<file path="src/rtl/prbs_pkg.sv">
package prbs_pkg;

    localparam int HIST_W = 31;
    localparam int IDX_W  = $clog2(HIST_W);

    typedef enum logic [2:0] {
        PAT_7  = 3'd0,
        PAT_9  = 3'd1,
        PAT_15 = 3'd2,
        PAT_23 = 3'd3,
        PAT_31 = 3'd4
    } pat_e;

    typedef struct packed {
        logic [IDX_W-1:0] len_idx;   // register length minus one
        logic [IDX_W-1:0] tap_idx;   // inner tap minus one
        logic             inv;       // invert generated bits
    } pat_cfg_t;

    function automatic pat_cfg_t pat_decode(input logic [2:0] sel);
        pat_cfg_t c;
        case (pat_e'(sel))
            PAT_7:   c = '{len_idx: IDX_W'(6),  tap_idx: IDX_W'(5),  inv: 1'b0};
            PAT_9:   c = '{len_idx: IDX_W'(8),  tap_idx: IDX_W'(4),  inv: 1'b0};
            PAT_15:  c = '{len_idx: IDX_W'(14), tap_idx: IDX_W'(13), inv: 1'b1};
            PAT_23:  c = '{len_idx: IDX_W'(22), tap_idx: IDX_W'(17), inv: 1'b1};
            default: c = '{len_idx: IDX_W'(30), tap_idx: IDX_W'(27), inv: 1'b1};
        endcase
        return c;
    endfunction

    function automatic logic [HIST_W-1:0] window_mask(input logic [IDX_W-1:0] len_idx);
        logic [HIST_W-1:0] m;
        for (int i = 0; i < HIST_W; i++) begin
            m[i] = (i <= int'(len_idx));
        end
        return m;
    endfunction

    // Replace a dead (all-zero) active window by all ones.
    function automatic logic [HIST_W-1:0] guard_lockup(input logic [HIST_W-1:0] h,
                                                       input pat_cfg_t      cfg);
        if ((h & window_mask(cfg.len_idx)) == '0) begin
            return '1;
        end
        return h;
    endfunction

endpackage

</file>
<file path="src/rtl/prbs_step.sv">
module prbs_step
    import prbs_pkg::*;
#(
    parameter int DATA_W = 32
) (
    input  logic [HIST_W-1:0] hist_in,
    input  pat_cfg_t          cfg,
    output logic [HIST_W-1:0] hist_out,
    output logic [DATA_W-1:0] word
);

    logic [HIST_W-1:0] chain [DATA_W+1];

    assign chain[0] = hist_in;

    genvar i;
    generate
        for (i = 0; i < DATA_W; i++) begin : g_bit
            logic fb;
            assign fb          = chain[i][cfg.len_idx] ^ chain[i][cfg.tap_idx];
            assign word[i]     = fb ^ cfg.inv;
            assign chain[i+1]  = {chain[i][HIST_W-2:0], fb};
        end
    endgenerate

    assign hist_out = chain[DATA_W];

endmodule

</file>
<file path="src/rtl/prbs_state.sv">
module prbs_state
    import prbs_pkg::*;
(
    input  logic              clk,
    input  logic              rst,
    input  logic              en,
    input  logic [2:0]        sel,
    input  logic              seed_load,
    input  logic [HIST_W-1:0] seed_value,
    input  logic [HIST_W-1:0] hist_step,
    output logic [HIST_W-1:0] hist_q,
    output pat_cfg_t          cfg_q
);

    pat_cfg_t          sel_cfg;
    logic [HIST_W-1:0] hist_d;

    assign sel_cfg = pat_decode(sel);

    always_comb begin
        hist_d = hist_q;
        if (seed_load) begin
            hist_d = guard_lockup(seed_value, sel_cfg);
        end else if (en) begin
            hist_d = guard_lockup(hist_step, cfg_q);
        end
    end

    always_ff @(posedge clk) begin
        if (rst) begin
            hist_q <= '1;
            cfg_q  <= sel_cfg;
        end else begin
            hist_q <= hist_d;
            if (seed_load) begin
                cfg_q <= sel_cfg;
            end
        end
    end

    // captured pattern only moves on reset or seed load
    p_cfg_hold_r6: assert property (@(posedge clk) disable iff (rst)
        (!$past(rst) && !$past(seed_load)) |-> (cfg_q == $past(cfg_q)));

    // the active window of the history is never all zero
    p_window_live_r8: assert property (@(posedge clk) disable iff (rst)
        !$past(rst) |-> ((hist_q & window_mask(cfg_q.len_idx)) != '0));

    // a load places the (guarded) seed in the history
    p_seed_taken_r7: assert property (@(posedge clk) disable iff (rst)
        (!$past(rst) && $past(seed_load) &&
         (($past(seed_value) & window_mask(cfg_q.len_idx)) != '0))
        |-> (hist_q == $past(seed_value)));

endmodule

</file>
<file path="src/rtl/prbs_gen.sv">
module prbs_gen
    import prbs_pkg::*;
#(
    parameter int DATA_W = 32
) (
    input  logic              clk,
    input  logic              rst,
    input  logic              en,
    input  logic [2:0]        sel,
    input  logic              seed_load,
    input  logic [HIST_W-1:0] seed_value,
    output logic [DATA_W-1:0] data_out
);

    logic [HIST_W-1:0] hist_q;
    logic [HIST_W-1:0] hist_step;
    pat_cfg_t          cfg_q;
    logic [DATA_W-1:0] word_d;
    logic [DATA_W-1:0] word_q;

    prbs_step #(
        .DATA_W (DATA_W)
    ) u_step (
        .hist_in  (hist_q),
        .cfg      (cfg_q),
        .hist_out (hist_step),
        .word     (word_d)
    );

    prbs_state u_state (
        .clk        (clk),
        .rst        (rst),
        .en         (en),
        .sel        (sel),
        .seed_load  (seed_load),
        .seed_value (seed_value),
        .hist_step  (hist_step),
        .hist_q     (hist_q),
        .cfg_q      (cfg_q)
    );

    always_ff @(posedge clk) begin
        if (rst) begin
            word_q <= '0;
        end else if (en && !seed_load) begin
            word_q <= word_d;
        end
    end

    assign data_out = word_q;

    // the cycle after reset shows a zero word
    p_reset_zero_r1: assert property (@(posedge clk) disable iff (rst)
        $past(rst) |-> (data_out == '0));

    // no advance means a held word
    p_hold_r5: assert property (@(posedge clk) disable iff (rst)
        (!$past(rst) && (!$past(en) || $past(seed_load))) |-> $stable(data_out));

endmodule

</file>
<file path="config.mk">
export PLATFORM = sky130hd
export DESIGN_NAME = prbs_gen
export DESIGN_NICKNAME = d
export VERILOG_FILES = /design/src/rtl/prbs_pkg.sv /design/src/rtl/prbs_step.sv /design/src/rtl/prbs_state.sv /design/src/rtl/prbs_gen.sv
export SDC_FILE = /design/constraint.sdc
export NUM_CORES = 1
export LEC_CHECK = 0
export ABC_CLOCK_PERIOD_IN_PS = 21500
export BUFFER_PORTS_ARGS = -buffer_cell sky130_fd_sc_hd__buf_2
export CAP_MARGIN = 20
export CORE_MARGIN = 10
export CORE_UTILIZATION = 40
export DETAILED_ROUTE_END_ITERATION = 16
export GPL_TIMING_DRIVEN = 0
export SETUP_SLACK_MARGIN = 0.5
export SLEW_MARGIN = 30
export SYNTH_ARGS = -nofsm -noshare
export SYNTH_HDL_FRONTEND = slang
export SYNTH_SLANG_ARGS = --single-unit
</file>
<file path="constraint.sdc">
create_clock -name clk -period 21.5 [get_ports clk]
set_input_delay 1.075 -clock clk [delete_from_list [all_inputs] [get_ports clk]]
set_output_delay 1.075 -clock clk [all_outputs]
set_load 0.01 [all_outputs]
</file>
==> metrics list <==
- Depth of the worst hold-timing path: 2
* Post-route worst setup slack: 1050 ps
* Routed via count divided by cell count: 7.08
- CTS Hold Bufs: 0
* Top fanout value on the critical path: 10
* Cell accounting for the most synthesized area: sky130_fd_sc_hd__dfxtp_1
- On the final layout, the worst hold slack is 454 ps.
- Final worst clock skew: 11.2 ps
* Final instance area: 13,700 µm²
* Post-DP HPWL: 56,800 µm
- Peak ir drop on the vdd network: 0.0739 mV
* Area added between synthesis and finish: 12.3%
- Launch point of the critical path: u_state.cfg_q[5]$_DFFE_PP_
- For this configuration, the core starts out at a cell density of 40.9%.
* Total CTS buffers: 9
- Sequential fraction of the synthesis area: 12.0%
* Most instantiated flip-flop cell in the synthesis netlist: sky130_fd_sc_hd__dfxtp_1
* Critical path class: reg -> reg
- Number of flops mapped to enable cells by yosys: 7
* Vias in the first global route: 14,718
- Timing analysis after detailed placement gives a worst setup slack of -412 ps.
- Clock transition time at the flip-flop clock pins of the worst setup and hold paths: 60 ps
* Post-layout instance count excluding filler cells: 2,240
- Number of DRC markers after the initial detailed-route iteration: 2,195
- The die is 195 µm tall.
* Fraction of final layout cells sized beyond drive strength 1: 15.7%
* Placed Cells incl. Taps: 2,218
- Gr usage total: 36.2%
- In this run the tightest slew margin relative to its limit is 24.1%.
* CTS tree: done
- For this design the top-level I/O count stands at 70.
- Setup repair after global routing missed its margin: no
- Delay contributed by the slowest stage of the critical path: 740 ps
- The die is 195 µm wide.
- The final hold violation count came to 0.
* Class of the tightest hold or removal check: reg -> reg
* Arrival time worst endpoint: 20,650 ps
- Summed over all cells, the static leakage comes to 5.05 nW.
- The worst hold path terminates at data_out[4]$_SDFFE_PP0P_.
* Root Driver: sky130_fd_sc_hd__clkbuf_16
- Routed Antenna Nets: 0
- The worst setup path is launched from a flop.
- For flop-to-flop paths, the worst setup slack is 1050 ps.
- In the synthesized netlist the async set-or-reset flop fraction comes to 0%.
- RR Startpoint: u_state.cfg_q[5]$_DFFE_PP_
* Worst EP required: 21,700 ps
- The synthesized design contains 70 register bits.
- Min-Delay Startpoint: data_out[4]$_SDFFE_PP0P_
- Timing would allow up to 48.9 MHz.
- Clock latency on the worst-skew pair: 340 ps
- The die covers 37,900 µm².
- After detailed routing, the average wire length per cell comes to 32.7 µm.
- Synthesis instantiated 114 different standard cells from the library.
* Antenna violations before repair: 2
* Area of the core: 29,900 µm²
* CTS H-Tree Depth: 3
* Number of search-and-repair iterations in the first detailed-routing pass: 6
* Wire length of the first global-routing pass: 104,000 µm
- Setup violations remaining at the end of the flow were counted as 0.
- After detailed routing, the number of remaining DRC violations is 0.
- Row cnt: 63
- Once placement finished, the instance area stood at 13,100 µm².
- Buffers added on ports: 67
- TNS Setup: 0 ps
* Top-area cell type share of the netlist area: 10.3%
- The run finished with clean final reports.
* Total power divided by cell area: 115 nW/µm²
- Kind of capture point of the worst setup path: flop
* Largest net degree at the start of global routing: 12
- The routed layout has 15,850 vias.
- Nets@finish: 1,882
* Overflow left after global routing: 0
- By area the synthesized netlist is led by sky130_fd_sc_hd__dfxtp_1 (10%), sky130_fd_sc_hd__nand2_1 (8.0%), sky130_fd_sc_hd__o21ai_0 (5.9%).
* Slowest cell on the critical path: sky130_fd_sc_hd__o21ai_0
- For the worst flop-to-flop path, the logic depth is 67.
- Most used standard cell by instance count after synthesis: sky130_fd_sc_hd__nand2_1
- Yosys printed 0 warnings.
- The final layout contains routed wiring with a total length of 73,300 µm.
- Routability-driven placement finished with a final weighted congestion of 1.07.
* Top cells by count, synth: sky130_fd_sc_hd__nand2_1 (260), sky130_fd_sc_hd__nor2_1 (168), sky130_fd_sc_hd__o21ai_0 (145)
* Syn_area_per_cell: 6.94 µm²
* Number of max-cap violations: 0
- Max Transition Viols Final: 0
- Counting along the longest clock path gives a buffer depth of 2.
- The worst register-to-register path ends at u_state.hist_q[27]$_SDFFE_PP1P_.
- For the pin with the worst max-slew slack, the measured transition is 1130 ps.
* Mapped Nets: 1,799
- The synthesized netlist occupies a cell area of 12,200 µm².
* Final period util: 95.1%
- Total number of clock tree sinks: 70
* Minimum period implied by the final worst setup slack: 20,450 ps
- Post-synthesis instance total: 1,761
## area by class of cell
class / instances / area, µm²
multi-input combinational: 1483 / 10200
fill: 3141 / 16200
tap: 390 / 488
timing repair buffer: 72 / 373
inverter: 45 / 169
clock inverter: 4 / 70.1
sequential: 70 / 1470
clock buffer: 12 / 246
buffer: 163 / 704
antenna: 1 / 2.50
## worst max path at each step
stage                                 endpoint  slack, ps  cells after the start
3_3_place_gp   u_state.hist_q[26]$_SDFFE_PP1P_      -1140                     65
6_report       u_state.hist_q[27]$_SDFFE_PP1P_       1050                     67
5_1_grt        u_state.hist_q[18]$_SDFFE_PP1P_        460                     67
3_5_place_dp   u_state.hist_q[27]$_SDFFE_PP1P_       -410                     66
4_1_cts        u_state.hist_q[27]$_SDFFE_PP1P_        570                     67
2_1_floorplan  u_state.hist_q[14]$_SDFFE_PP1P_       4930                     68
## layout by cell type (no fill, tap or decap), types with 10 or more instances in the layout
cell type	Yosys	final
sky130_fd_sc_hd__a21oi_1	124	124
sky130_fd_sc_hd__dfxtp_1	63	63
sky130_fd_sc_hd__mux2i_1	64	59
sky130_fd_sc_hd__buf_2	13	79
sky130_fd_sc_hd__nand3_1	41	41
sky130_fd_sc_hd__o211ai_2	16	16
sky130_fd_sc_hd__nand4_1	11	11
sky130_fd_sc_hd__mux4_2	22	22
sky130_fd_sc_hd__a211oi_1	40	40
sky130_fd_sc_hd__nor3_1	32	31
sky130_fd_sc_hd__a221o_1	10	10
sky130_fd_sc_hd__clkbuf_1	115	109
sky130_fd_sc_hd__a221oi_1	24	23
sky130_fd_sc_hd__or2_2	12	13
sky130_fd_sc_hd__nand2_1	260	257
sky130_fd_sc_hd__nor2b_1	18	16
sky130_fd_sc_hd__o221ai_1	13	13
sky130_fd_sc_hd__mux2_2	25	25
sky130_fd_sc_hd__a21o_1	18	18
sky130_fd_sc_hd__a22oi_1	11	11
sky130_fd_sc_hd__inv_1	42	42
sky130_fd_sc_hd__o21ai_0	145	143
sky130_fd_sc_hd__nand2b_1	16	15
sky130_fd_sc_hd__xnor2_1	42	39
sky130_fd_sc_hd__o22ai_1	15	15
sky130_fd_sc_hd__o21a_1	19	19
sky130_fd_sc_hd__nor2_1	168	158
sky130_fd_sc_hd__buf_1	26	26
sky130_fd_sc_hd__o211ai_1	57	57
sky130_fd_sc_hd__o21ai_1	16	18
sky130_fd_sc_hd__a31oi_1	21	18
sky130_fd_sc_hd__and2_1	12	12
## stage by stage
stage          util, %  power, mW
2_1_floorplan        -      0.895
3_3_place_gp      43.7       1.31
3_5_place_dp      43.7       1.31
4_1_cts           45.0       1.48
5_1_grt           45.9       1.63
6_report          45.9       1.58
## layer usage
layer | track usage [%] | wire, µm | vias up
met4 | 21.8 | 5150 | 2
li1 | - | - | 6770
met5 | 0 | 13 | -
met2 | 52.8 | 30100 | 1199
met3 | 10.7 | 9370 | 297
met1 | 46.0 | 28700 | 7582
## kinds of logic (layout without fill, tap and decap cells)
kind of cell | Yosys count | count (layout) | synth area share (%)
AO/OA/AOI/OAI | 663 | 663 | 38.7
AND/OR/NAND/NOR | 631 | 631 | 23.5
buffers and inverters | 208 | 296 | 7.04
multiplexers | 123 | 123 | 12.9
flip-flops | 70 | 70 | 12.0
XOR/XNOR | 66 | 66 | 5.79
other | 0 | 1 | 0
## registers in the layout (all words and copies together) (netlist names)
signal and count:
data_out 32, u_state.cfg_q 7, u_state.hist_q 31
## what timing repair did
item	4_1_cts	5_1_grt
resized for setup	7	55
setup buffers	0	5
endpoints found under the setup margin	33	34
pin swaps	0	5
## power by group
part,internal (mW),total [mW],switching [mW]
clock,0.104,0.162,0.0572
sequential,0.150,0.177,0.0274
combinational,0.380,1.25,0.865
total,0.635,1.58,0.950
## critical path: cells and delay by family, from the launching register on
family                 cells  cell delay (ps)
AND/OR/NAND/NOR           19             5650
flip-flops                 1              500
buffers and inverters      7             2050
multiplexers               5             1770
AO/OA/AOI/OAI             30             8370
XOR/XNOR                   6             1950
(Power assumes the default switching activity.)
